==> src/rtl/bht_pkg.sv <==
package bht_pkg;
  typedef enum logic [1:0] {
    ST_OFF  = 2'd0,
    ST_TEST = 2'd1,
    ST_WAIT = 2'd2
  } bht_state_t;
endpackage

==> src/rtl/bht_tick_counter.sv <==
// Counts enabled ticks modulo LIMIT; done marks the tick that wraps.
module bht_tick_counter #(
  parameter int unsigned LIMIT = 2
) (
  input  logic clk,
  input  logic rst,
  input  logic clr,
  input  logic en,
  output logic done
);
  localparam int unsigned W = (LIMIT > 1) ? $clog2(LIMIT) : 1;
  localparam logic [W-1:0] LAST = W'(LIMIT - 1);

  logic [W-1:0] cnt;

  assign done = en && (cnt == LAST);

  always_ff @(posedge clk) begin
    if (rst || clr) cnt <= '0;
    else if (en)    cnt <= done ? '0 : cnt + 1'b1;
  end
endmodule

==> src/rtl/bht_warn_latch.sv <==
// Sticky warning flag: replaced > failing result > passing power-up result.
module bht_warn_latch (
  input  logic clk,
  input  logic rst,
  input  logic replaced,
  input  logic fail_set,
  input  logic pass_clr,
  output logic warn_n
);
  always_ff @(posedge clk) begin
    if (rst)           warn_n <= 1'b1;
    else if (replaced) warn_n <= 1'b1;
    else if (fail_set) warn_n <= 1'b0;
    else if (pass_clr) warn_n <= 1'b1;
  end
endmodule

==> src/rtl/batt_health_tester.sv <==
module batt_health_tester #(
  parameter int unsigned INTERVAL_TICKS = 86400,
  parameter int unsigned WINDOW_TICKS   = 1
) (
  input  logic clk,
  input  logic rst,
  input  logic tick,
  input  logic pwr_ok,
  input  logic replaced,
  input  logic batt_low,
  output logic load_en,
  output logic warn_n
);
  import bht_pkg::*;

  bht_state_t state, state_nx;
  logic fail_acc;
  logic pu_test;
  logic in_test, in_wait;
  logic win_done, ivl_done;
  logic test_end, result_fail;

  assign in_test = (state == ST_TEST);
  assign in_wait = (state == ST_WAIT);

  bht_tick_counter #(.LIMIT(WINDOW_TICKS)) u_win (
    .clk (clk),
    .rst (rst),
    .clr (!in_test),
    .en  (tick && in_test && pwr_ok),
    .done(win_done)
  );

  bht_tick_counter #(.LIMIT(INTERVAL_TICKS)) u_ivl (
    .clk (clk),
    .rst (rst),
    .clr (!in_wait),
    .en  (tick && in_wait && pwr_ok),
    .done(ivl_done)
  );

  assign result_fail = fail_acc || batt_low;
  assign test_end    = in_test && pwr_ok && win_done;

  always_comb begin
    state_nx = state;
    if (!pwr_ok) begin
      state_nx = ST_OFF;
    end else begin
      case (state)
        ST_OFF:  state_nx = ST_TEST;
        ST_TEST: if (win_done) state_nx = ST_WAIT;
        ST_WAIT: if (ivl_done) state_nx = ST_TEST;
        default: state_nx = ST_OFF;
      endcase
    end
  end

  always_ff @(posedge clk) begin
    if (rst) begin
      state    <= ST_OFF;
      load_en  <= 1'b0;
      fail_acc <= 1'b0;
      pu_test  <= 1'b0;
    end else begin
      state   <= state_nx;
      load_en <= (state_nx == ST_TEST);
      if (state_nx == ST_TEST && !in_test) begin
        fail_acc <= 1'b0;
        pu_test  <= (state == ST_OFF);
      end else if (in_test) begin
        fail_acc <= result_fail;
      end
    end
  end

  bht_warn_latch u_warn (
    .clk     (clk),
    .rst     (rst),
    .replaced(replaced),
    .fail_set(test_end && result_fail),
    .pass_clr(test_end && !result_fail && pu_test),
    .warn_n  (warn_n)
  );
endmodule

==> config.mk <==
export PLATFORM = sky130hd
export DESIGN_NAME = batt_health_tester
export DESIGN_NICKNAME = d
export VERILOG_FILES = /design/src/rtl/bht_pkg.sv /design/src/rtl/bht_tick_counter.sv /design/src/rtl/bht_warn_latch.sv /design/src/rtl/batt_health_tester.sv
export SDC_FILE = /design/constraint.sdc
export NUM_CORES = 1
export LEC_CHECK = 0
export ABC_AREA = 1
export BUFFER_PORTS_ARGS = -buffer_cell sky130_fd_sc_hd__buf_2
export CAP_MARGIN = 20
export CORE_ASPECT_RATIO = 0.6
export CORE_MARGIN = 2
export CORE_UTILIZATION = 58
export DETAILED_ROUTE_END_ITERATION = 10
export HOLD_SLACK_MARGIN = 0.02
export PLACE_DENSITY = 0.8
export SKIP_CTS_REPAIR_TIMING = 1
export SKIP_LAST_GASP = 1
export SYNTH_ARGS = -nofsm -noshare
export SYNTH_HDL_FRONTEND = slang
export SYNTH_HIERARCHICAL = 1
export SYNTH_SLANG_ARGS = --single-unit
==> constraint.sdc <==
create_clock -name clk -period 2.8 [get_ports clk]
set_clock_uncertainty 0.05 [all_clocks]
set_input_delay 0.84 -clock clk [delete_from_list [all_inputs] [get_ports clk]]
set_output_delay 0.84 -clock clk [all_outputs]
set_load 0.01 [all_outputs]
==> flow_summary.json <==
{
  "clk_latency_ns": 0.31,
  "worstMarginPinSlew_ns": 0.661,
  "maxCapViolCount": 0,
  "via_count": 1239,
  "rsz0062_at_grt": "false",
  "n_antenna_cell": 0,
  "drc": 0,
  "grt_max_degree": 13,
  "drtAntennaViolNets": 0,
  "fmax_mhz": 435,
  "critPathRequiredTime_ns": 2.96,
  "syn_inst": 185,
  "ys_seq_elements": 24,
  "powerDensity_mw_per_mm2": 380,
  "dpl.hpwl_um": 2300,
  "yosysSeqAreaShare_pct": 38.3,
  "die_area_mm2": 0.00256,
  "setup_ws_ns": 0.502,
  "grt_antenna_before_repair": 0,
  "cts_tree": "built",
  "p_leak_uw": 0.000470,
  "slew_violations": 0,
  "ys_warn_count": 6,
  "layout.cells.non_filler": 224,
  "clockBufferDepth": 2,
  "end_kind": "register",
  "slew_headroom_pct": 55.3,
  "grt_pass1_wl_um": 4990,
  "syn-num-nets": 192,
  "numPortBuffers": 7,
  "min_period_ns": 2.30,
  "vdd_drop_max_mv": 0.258,
  "path_max_fanout": 5,
  "cts.sinks": 24,
  "fin_tns_setup_ns": 0,
  "root_buffer": "clkbuf_4",
  "syn-cell-area_mm2": 0.00125,
  "clkTransAtPathRegs_ns": 0.12,
  "io_pins": 8,
  "dr.pass1.iters": 5,
  "coreArea_mm2": 0.00194,
  "holdWs_ns": 0.401,
  "wl_um": 3020,
  "cp-start-kind": "primary input",
  "rows": 12,
  "finalWeightedCongestion": 0.876,
  "start_util_pct": 64.8,
  "syn_area_per_cell_um2": 6.78,
  "die_w_um": 64.1,
  "status": "finished clean",
  "synth_cell_type_count": 28,
  "first_global_vias": 1064,
  "htree_levels": 1,
  "via_per_inst": 5.53,
  "fin_nets": 205,
  "drive_gt1_share_pct": 15.3,
  "path_class": "in -> reg",
  "hold_viol": 0,
  "drt-initial-drc-count": 132,
  "die_y_um": 40.0,
  "area_growth_pct": 8.27,
  "placedCellCount": 221,
  "numCtsBuffers": 3,
  "setup_violations": 0,
  "crit_arrival_ns": 2.46,
  "drt-wirelength-per-cell_um": 13.5,
  "pre_cts_slack_ns": 0.255,
  "hold_path.class": "reg -> reg",
  "overflow": 0,
  "track_usage_pct": 26.8,
  "min_period_over_period_pct": 82.1
}
-- cells in the mapped netlist, drive strengths merged --
cell type  number  area (um^2)
nor2           43          184
nand2          42          173
dfxtp          24          480
inv            23         86.3
nand3          15         75.1
a21oi           9         48.8
o21ai           8         40.0
nand3b          3         26.3
nand4           3         18.8
nor3            3         20.0
o211ai          2         20.0
xnor2           2         17.5
xor2            2         17.5
clkbuf          1         3.75
ha              1         12.5
nor4b           1         8.76
o221ai          1         8.76
o31ai           1         7.51
or2             1         6.26
-- critical path: stages --
cell and delay, ns:
buf_2 0.14, inv_2 0.06, nor3_2 0.21, nand3_1 0.16
nor2_1 0.13, nor4b_1 0.56, o211ai_2 0.20, nand2_1 0.09
a21oi_1 0.06
-- placed cells by master, fill, tap and decap left out, drive strengths merged --
cell    netlist  layout
ha            1       1
buf           0       9
nor3          3       3
or2           1       1
inv          23      23
nand4         3       3
nand3b        3       3
dfxtp        24      24
clkbuf        1       3
xnor2         2       2
o31ai         1       1
o211ai        2       2
xor2          2       2
nand2        42      42
o21ai         8       8
nand3        15      15
o221ai        1       1
nor4b         1       1
nor2         43      43
a21oi         9       9
-- stage by stage --
step	instance area (um^2)	utilization, %	total power, uW
5_1_grt	1360	70.2	535
2_1_floorplan	1250	-	366
3_5_place_dp	1340	69.0	376
3_3_place_gp	1340	69.0	374
4_1_cts	1360	70.2	520
6_report	1360	70.2	516
-- cells by family after synthesis --
kind of cell / synth area share [%]
AO/OA/AOI/OAI: 9.97
XOR/XNOR: 2.79
adder cells (fa/ha/maj): 0.997
buffers and inverters: 7.18
flip-flops: 38.3
AND/OR/NAND/NOR: 40.8
-- sequential cells by signal, indices dropped and copies added, names as in the netlist --
signal / count
u_warn/warn_n: 1
u_win/cnt: 1
pu_test: 1
fail_acc: 1
state: 2
load_en: 1
u_ivl/cnt: 17
-- path summary, 6_finish.rpt --
| path | cells past startpoint | slack, ns | endpoint | start |
|---|---|---|---|---|
| worst max register to register | 10 | 0.63 | pu_test$_SDFFE_PP0P_ | state[1]$_SDFF_PP0_ |
| worst max-delay path | 9 | 0.50 | pu_test$_SDFFE_PP0P_ | pwr_ok |
| worst min register to register | 2 | 0.40 | u_win/cnt$_SDFFE_PP0P_ | u_win/cnt$_SDFFE_PP0P_ |
| worst min-delay path | 2 | 0.40 | u_win/cnt$_SDFFE_PP0P_ | u_win/cnt$_SDFFE_PP0P_ |
-- routing by layer --
| metal | global-route usage [%] | up-vias | routed length (um) |
|---|---|---|---|
| li1 | - | 617 | - |
| met1 | 35.1 | 551 | 1350 |
| met2 | 43.8 | 63 | 1280 |
| met3 | 7.58 | 8 | 348 |
| met4 | 8.70 | 0 | 34 |
| met5 | 0 | - | 0 |
-- where the power goes --
group	switching [uW]	total [uW]	internal, uW
clock	97.3	148	50.4
sequential	2.30	347	345
combinational	13.7	21.9	8.19
total	113	516	403
-- cell type report --
cell class / count / area [um^2]
timing repair buffer: 9 / 50.0
sequential: 24 / 480
multi-input combinational: 137 / 684
tap: 28 / 35.0
fill: 167 / 578
inverter: 23 / 86.3
clock buffer: 3 / 22.5
Note: power is estimated with default switching activity, not from simulation.
